**src/rtl/uart_baud_gen.sv**
```systemverilog
module uart_baud_gen #(
  parameter int DIV_W  = 16,
  parameter int FRAC_W = 3
) (
  input  logic              clk_i,
  input  logic              rst_ni,
  input  logic [DIV_W-1:0]  div_i,
  input  logic [FRAC_W-1:0] frac_i,
  input  logic [5:0]        lcr_i,
  output logic              tick_o,
  output logic [3:0]        data_bits_o,
  output logic              two_stop_o,
  output logic              parity_en_o,
  output logic              parity_even_o,
  output logic [3:0]        word_bits_o
);

  localparam int PER_W = ((DIV_W + 4 > FRAC_W) ? DIV_W + 4 : FRAC_W) + 1;
  localparam int CFG_W = DIV_W + FRAC_W + 6;

  logic [CFG_W-1:0] cfg, cfg_q;
  logic [PER_W-1:0] period, cnt;
  logic             changed, div_zero;

  assign cfg      = {div_i, frac_i, lcr_i};
  assign changed  = (cfg != cfg_q);
  assign div_zero = (div_i == '0);
  assign period   = {{(PER_W-DIV_W-4){1'b0}}, div_i, 4'b0000}
                  + {{(PER_W-FRAC_W){1'b0}}, frac_i}
                  + PER_W'(16);

  always_ff @(posedge clk_i or negedge rst_ni) begin
    if (!rst_ni) begin
      cfg_q  <= '0;
      cnt    <= '0;
      tick_o <= 1'b0;
    end else begin
      cfg_q <= cfg;
      if (changed || div_zero) begin
        cnt    <= '0;
        tick_o <= 1'b0;
      end else if (cnt == period - PER_W'(1)) begin
        cnt    <= '0;
        tick_o <= 1'b1;
      end else begin
        cnt    <= cnt + PER_W'(1);
        tick_o <= 1'b0;
      end
    end
  end

  assign data_bits_o   = {2'b00, lcr_i[1:0]} + 4'd5;
  assign two_stop_o    = lcr_i[2];
  assign parity_en_o   = lcr_i[5];
  assign parity_even_o = lcr_i[5] & lcr_i[3];
  assign word_bits_o   = data_bits_o + (lcr_i[2] ? 4'd3 : 4'd2);

  p_cnt_bound_r1: assert property (@(posedge clk_i) disable iff (!rst_ni)
    (!changed && !div_zero) |-> (cnt < period))
    else $error("count beyond period");

  p_zero_div_r2: assert property (@(posedge clk_i) disable iff (!rst_ni)
    div_zero |=> !tick_o)
    else $error("tick while divisor is zero");

  p_restart_r7: assert property (@(posedge clk_i) disable iff (!rst_ni)
    changed |=> (!tick_o && cnt == '0))
    else $error("config change did not restart");

  p_single_pulse_r8: assert property (@(posedge clk_i) disable iff (!rst_ni)
    tick_o |=> !tick_o)
    else $error("tick wider than one cycle");

  always_comb begin
    if (rst_ni) begin
      p_len_range_r3: assert (data_bits_o >= 4'd5 && data_bits_o <= 4'd8)
        else $error("data bits out of range");
    end
  end

endmodule

```
**config.mk**
```make
export PLATFORM = sky130hd
export DESIGN_NAME = uart_baud_gen
export DESIGN_NICKNAME = d
export VERILOG_FILES = /design/src/rtl/uart_baud_gen.sv
export SDC_FILE = /design/constraint.sdc
export NUM_CORES = 1
export LEC_CHECK = 0
export BUFFER_PORTS_ARGS = -buffer_cell sky130_fd_sc_hd__clkbuf_2
export CORE_MARGIN = 1
export CORE_UTILIZATION = 55
export CTS_CLUSTER_SIZE = 40
export DETAILED_ROUTE_END_ITERATION = 7
export PLACE_DENSITY_LB_ADDON = 0.3
export SLEW_MARGIN = 30
export SYNTH_ARGS = -nofsm -noshare
export SYNTH_HDL_FRONTEND = slang
export SYNTH_SLANG_ARGS = --single-unit
```
**constraint.sdc**
```tcl
create_clock -name clk_i -period 3.3 [get_ports clk_i]
set_clock_uncertainty 0.05 [all_clocks]
set_input_delay 0.66 -clock clk_i [delete_from_list [all_inputs] [get_ports clk_i]]
set_output_delay 0.66 -clock clk_i [all_outputs]
set_load 0.1 [all_outputs]
```
* After elaboration in Yosys (flattened, before gate mapping)
Cells that the tools add are included.
Word-level totals: bits in registers 47, input port bits 27, output and inout bits 12, logic and storage cells 19
Operators by class: add/sub/neg operators 6, equal/unequal tests 2, multiplexer cells 5, bitwise operators 1, reductions and logical operators 2
Operator list (number):
- $mux 21 | 2
- $ne 25x25->1 | 1
- $add 20x3->21 | 1
- $add 21x1->21 const B | 1
- $add 21x5->21 const B | 1
- $eq 21x21->1 | 1
- $sub 21x1->21 const B | 1
- $logic_not 16->1 | 1
- $add 2x3->4 const B | 1
- $add 4x2->4 | 1
- $mux 1 | 3
- $and 1x1->1 | 1
- $logic_or 1x1->1 | 1

* Depth between registers and ports, before layout
Gate-level depths: netlist of the first run.
depth in word-level cells 6, gate-level depth with buffers 13, gate-level depth less buffers 10

* Least setup slack after synthesis of the first run
OpenSTA, ideal clock, no wires.
kind input-to-output, start point in lcr_i[0], end point out word_bits_o[2], arrival 3.903 ns, required time 2.590 ns, slack -1.313 ns, stages 5, path buffers 0, cell sequence inv_1 -> ha_1 -> inv_1 -> ha_1 -> xor2_1
On the way: cells in the longest elaborated chain, start to end 2
RTL lines:
- start: declaration | RTL line 9 | input logic [5:0] lcr_i,
- $add 2x3->4 | RTL line 52 | assign data_bits_o = {2'b00, lcr_i[1:0]} + 4'd5;
- via data_bits_o[1] | RTL line 11 | output logic [3:0] data_bits_o,
- $add 4x2->4 | RTL line 56 | assign word_bits_o = data_bits_o + (lcr_i[2] ? 4'd3 : 4'd2);
- end: declaration | RTL line 15 | output logic [3:0] word_bits_o
The timed path passes the listed nets, and every way through them passes these cells.

* Worst setup path after layout of the first run
start point in frac_i[1], end point reg cnt[17]
On the way: cells in the longest elaborated chain, start to end 6, elaborated cells between the ends (all ways) 8, classes of those cells 3 x add/sub; 2 x eq/ne; 2 x mux; 1 x reduce/logical
RTL lines:
- start: declaration | RTL line 8 | input logic [FRAC_W-1:0] frac_i,
- $add 20x3->21 | RTL line 29 | + {{(PER_W-FRAC_W){1'b0}}, frac_i}
- $add 21x5->21 | RTL line 30 | + PER_W'(16);
- $sub 21x1->21 | RTL line 42 | end else if (cnt == period - PER_W'(1)) begin
- $eq 21x21->1 | RTL line 42
- $mux 21 | RTL line 42
- $mux 21 * | RTL line 39 | if (changed || div_zero) begin
- end signal: assignment | RTL line 46 | cnt <= cnt + PER_W'(1);
- end: declaration | RTL line 22 | logic [PER_W-1:0] period, cnt;
Every way passes the cells marked *; elsewhere a longest branch is shown, timed or not.

==> results.toml, run 1 <==
[clock_network]
post_cts_buffers = 0
holdBufCountCts = 0
numCtsBuffers = 5
cts-root-buf = "clkbuf_8"
clockBufferDepth = 2
cts_tree = "yes"
clock_sinks = 47
cts.clk_slew.worst_paths_ns = 0.08
htree_levels = 2
cts_resized = 0
clock_latency_ns = 0.30

[timing]
setup_violations = 0
period_share_pct = 87.3
fmax_mhz = 347
worstMarginPinSlew_ns = 0.609
whs_ns = 0.312
finalHoldViolCount = 0
fin_crit_ns = 2.88
drv_slew = 0
setup_tns_ns = 0
max_slew_margin_pct = 59.4
rsz0062_at_grt = "no"

[synthesis]
ys_seq_area_share_pct = 39.4
synth.distinct_cells = 41
netlist_instances = 291
synth_edf_count = 0
syn_area_um2 = 2980
ys_warn_count = 0
ys.flop_type = "dfrtp_1"
yosysTopAreaCell = "dfrtp_1"
netlist_top_cells_area = "dfrtp_1 39%, xor2_1 12%, xnor2_1 8.8%, nor3_2 7.0%, nand3_1 3.9%"
yosys.area.top_type_share_pct = 39.4
synth_nets = 325
syn_avg_cell_area_um2 = 10.3
async_reset_ff_share_pct = 100
synth_seq_cells = 47

[power_and_ir_drop]
powerDensity_nw_per_um2 = 359
p_leak_nw = 1.36
total_power_mw = 1.19
peakVddDrop_uv = 196

[grt]
grt_pass1_wl_um = 9240
antenna_found_initial = 0
grt_pass1_vias = 1968
grt.total_usage_pct = 21.9
grt_start_max_net_pins = 25
grt_remaining_overflow = 0

[placed_design]
placed_area_um2 = 3230
place_congestion = 0.942
portBuffers = 38
dp_hpwl_um = 4450

[final_layout]
area_delta_synth_final_pct = 10.9
fin_area_um2 = 3310
diodes = 0
nets = 356
drive_gt1_share_pct = 24.5

[drt]
drc_errors = 0
vias_per_cell = 5.53
firstDrtPassIters = 4
ant_nets = 0
drt_wl_total_um = 5850
via_count = 2173
drt-initial-drc-count = 118
wl_per_cell_um = 14.9

[setup_path]
cp.arrival_ns = 3.01
end_kind = "flop"
worst_setup_path_start_kind = "primary input"
cp_max_fo = 7
crit_required_ns = 3.43
crit_type = "primary input to flop"

[floorplan]
rows = 26
die_x_um = 75.7
die_y_um = 75.7
dieArea_um2 = 5720
core-area_um2 = 5170
ioPinCount = 39
start_util_pct = 57.7

[outcome]
status = "finished, final reports clean"

[hold_path]
hold_path.class = "primary input to async pin"

[run]
cap_violations = 0
-- registers in the layout, indices dropped and copies added (netlist names) --
signal and cells:
tick_o 1, cfg_q 25, cnt 21
-- layout by cell type, fill, tap and decap left out, drive strengths merged, types with 2 or more instances in the layout --
cell type,count
o31ai,3
nand2,13
nor2b,4
nand3,23
o21ai,5
xor2,42
a21oi,3
inv,10
o2111a,2
nor4,13
nor3,26
nor3b,2
and4,2
o311a,2
ha,7
and3,4
clkinvlp,2
nand3b,2
dfrtp,47
nand4,13
nor2,6
clkbuf,45
buf,5
xnor2,30
-- path summary, 6_finish.rpt --
kind	from	endpoint	slack (ns)	depth (start not counted)
min in group clk_i	lcr_i[4]	cfg_q[4]$_DFF_PN0_	0.45	1
max in group asynchronous	rst_ni	cnt[8]$_DFF_PN0_	2.15	2
min	rst_ni	cfg_q[1]$_DFF_PN0_	0.31	1
max	frac_i[1]	cnt[17]$_DFF_PN0_	0.42	12
min reg2reg	cnt[0]$_DFF_PN0_	cnt[0]$_DFF_PN0_	0.53	1
max reg2reg	cnt[5]$_DFF_PN0_	cnt[17]$_DFF_PN0_	1.03	8
-- area by class of cell --
class / count / area, um^2
tap: 70 / 87.6
clock inverter: 1 / 5.00
timing repair buffer: 43 / 240
sequential: 47 / 1180
fill: 451 / 1860
multi-input combinational: 213 / 1670
clock buffer: 7 / 76.3
inverter: 12 / 52.6
-- logic make-up (layout without fill, tap and decap cells) --
group	after synthesis	after routing	synth area share, %
flops	47	47	39.4
buf+inv	31	63	6.29
xor+xnor	72	72	21.1
mux	1	1	0.335
fa+ha+maj	7	7	2.93
compound gates	19	19	5.16
simple gates	114	114	24.7
-- cell usage after synthesis (2+ instances only) --
library cell,number
o31ai_1,3
inv_1,12
nor2b_1,4
dfrtp_1,47
xor2_1,42
a21oi_1,3
clkbuf_1,5
nand2_1,13
nand4_1,12
nor4_1,12
and3_1,4
nor3b_1,2
and4_1,2
xnor2_1,30
buf_12,2
o21ai_0,5
o311a_1,2
nand3_1,23
buf_2,7
nor2_1,6
buf_6,3
nand3b_1,2
nor3_1,5
buf_4,2
ha_1,7
nor3_2,21
-- critical path, stage by stage --
cell	delay [ns]
clkbuf_2	0.16
inv_1	0.06
ha_1	0.18
ha_1	0.21
nand3b_1	0.24
nor3b_1	0.24
o2111ai_1	0.12
nor4_1	0.38
o2111a_1	0.25
o2111a_4	0.26
buf_4	0.18
nor3_2	0.06
-- through the flow --
stage | std cells | util, % | worst slack, ns
6_report | 393 | 64.0 | 0.421
4_1_cts | 393 | 64.0 | 0.413
2_1_floorplan | 291 | - | -0.0790
3_5_place_dp | 385 | 62.4 | 0.0936
5_1_grt | 393 | 64.0 | 0.242
3_3_place_gp | 385 | 62.4 | 0.120
-- power by group --
part           leakage (nW)  internal [mW]  switching (mW)  total, mW
sequential            0.599          0.591         0.00668      0.598
combinational         0.719         0.0719           0.190      0.262
clock                0.0422          0.149           0.178      0.327
-- routing by layer --
| layer | vias up | track usage, % | routed length [um] | part of all wire, % |
|---|---|---|---|---|
| met4 | 0 | 5.97 | 68 | 1.2 |
| met3 | 8 | 5.03 | 225 | 3.8 |
| met5 | - | 0 | 0 | 0 |
| met2 | 43 | 36.6 | 2790 | 48 |
| li1 | 1080 | - | - | - |
| met1 | 1042 | 28.7 | 2760 | 47 |
Power figures use the tool's default switching activity.
==> run 2: changes to the inputs <==
CORE_UTILIZATION = 60   (was 55)
==> results.toml, run 2 (synthesis gave the netlist of run 1 again) <==
[grt]
grt_pass1_vias = 2151
grt_remaining_overflow = 0
grt_pass1_wl_um = 10000
grt.total_usage_pct = 25.0
antenna_found_initial = 0
grt_start_max_net_pins = 28

[timing]
period_share_pct = 87.3
fin_crit_ns = 2.88
rsz0062_at_grt = "no"
finalHoldViolCount = 0
setup_slack_ns = 0.418
worstMarginPinSlew_ns = 0.626
fmax_mhz = 347
setup_violations = 0
drv_slew = 0
max_slew_margin_pct = 57.9

[final_layout]
drive_gt1_share_pct = 25.1
area_delta_synth_final_pct = 11.9
largest_registers = "cfg_q: 25 flops, cnt: 21 flops, tick_o: 1 flops"
largest_reg_flops = 25
nets = 356
diodes = 0
layout_commonest_cell = "dfrtp_1"
mostFrequentLayoutCells = "47 x dfrtp_1, 41 x xor2_1, 38 x clkbuf_2"
final_cells = 390
max_flop_register = "cfg_q"

[setup_path]
r2r-start = "cnt[8]$_DFF_PN0_"
crit_required_ns = 3.43
crit_buf_inv = 3
ff2ff_path_depth = 8
worst_setup_path_start_kind = "primary input"
r2r_slack_ns = 0.92
slowest_delay_ns = 0.33
cp_max_fo = 17
crit_type = "primary input to flop"
crit_family = "simple AND/OR/NAND/NOR gates"
crit_slowest_cell = "nor4_1"
end_kind = "flop"
cp.arrival_ns = 3.01
worstReg2RegEnd = "cnt[1]$_DFF_PN0_"
worstPathCellList = "clkbuf_2 > inv_1 > ha_1 > ha_1 > nand3b_1 > nor3b_1 > o2111ai_1 > nor4_1 > o2111a_1 > o2111a_4 > buf_12 > nor3b_1"

[placed_design]
place_congestion = 0.869
dp_slack_ns = 0.150
dpl.cell_count = 382
portBuffers = 38
dp_hpwl_um = 4540

[power_and_ir_drop]
p_int_mw = 0.909
p_leak_nw = 1.38
combPwrFrac_pct = 20.3
swShare_pct = 29.8
p_clk_share_pct = 33.6
peakVddDrop_uv = 187
p_seq_share_pct = 46.2
p_sw_mw = 0.386
powerDensity_nw_per_um2 = 388

[clock_network]
post_cts_buffers = 0
clockBufferDepth = 2
cts.clk_slew.worst_paths_ns = 0.09
holdBufCountCts = 0
cts_resized = 0
cts_tree = "yes"
clock_latency_ns = 0.30
numCtsBuffers = 5
htree_levels = 2
cts-root-buf = "clkbuf_8"
clock_sinks = 47

[outcome]
status = "finished, final reports clean"

[floorplan]
dieArea_um2 = 5260
die_y_um = 72.5
die_x_um = 72.5
ioPinCount = 39
core-area_um2 = 4750
start_util_pct = 62.8
rows = 25

[drt]
drt_wl_total_um = 5950
firstDrtPassIters = 4
wl_per_cell_um = 15.3
via_count = 2218
drc_errors = 0
vias_per_cell = 5.69
ant_nets = 0
drt-initial-drc-count = 155

[run]
cap_violations = 0

[hold_path]
hold_path.class = "primary input to async pin"
==> run 2: cell types whose count changed in the layout (fill, tap and decap cells not counted) <==
cell	before	now
clkbuf_8	5	6
clkbuf_1	2	0
bufinv_16	0	1
==> run 2: power by group through the flow <==
| stage | registers [mW] | clock network [mW] | logic, mW |
|---|---|---|---|
| floorplan | 0.608 | 0 | 0.202 |
| global placement | 0.608 | 0 | 0.258 |
| detailed placement | 0.609 | 0 | 0.262 |
| CTS | 0.598 | 0.441 | 0.264 |
| global route | 0.599 | 0.463 | 0.282 |
| finish | 0.598 | 0.435 | 0.262 |
==> run 2: worst max-delay path by stage <==
stage | startpoint | endpoint | slack (ns) | cells after the start
after floorplan | lcr_i[0] | word_bits_o[2] | -0.08 | 5
after CTS | frac_i[0] | cnt[20]$_DFF_PN0_ | 0.43 | 12
after detailed placement | frac_i[0] | cnt[1]$_DFF_PN0_ | 0.15 | 12
final | frac_i[0] | cnt[1]$_DFF_PN0_ | 0.42 | 12
after global routing | frac_i[0] | cnt[1]$_DFF_PN0_ | 0.28 | 12
after global placement | frac_i[0] | cnt[1]$_DFF_PN0_ | 0.12 | 12
==> run 2: layer usage <==
layer  track usage, %  part of all wire (%)
met3             4.03                   4.8
met5                0                     0
met4             6.75                   1.0
met2             43.8                    51
met1             32.0                    43
==> run 2: final cells by class <==
| type | instances | area (um^2) |
|---|---|---|
| fill | 387 | 1410 |
| timing repair buffer | 43 | 240 |
| sequential | 47 | 1180 |
| inverter | 12 | 52.6 |
| clock buffer | 6 | 82.6 |
| clock inverter | 2 | 35.0 |
| multi-input combinational | 213 | 1670 |
| tap | 67 | 83.8 |
==> run 2: metrics by stage <==
stage,cell area (um^2),power [mW],utilization (%),TNS (ns),hold WS (ns)
2_1_floorplan,3040,0.810,-,-0.0790,0.314
3_3_place_gp,3220,0.867,67.8,0,0.510
3_5_place_dp,3220,0.872,67.8,0,0.513
4_1_cts,3340,1.30,70.3,0,0.264
5_1_grt,3340,1.34,70.3,0,0.299
6_report,3340,1.29,70.3,0,0.254
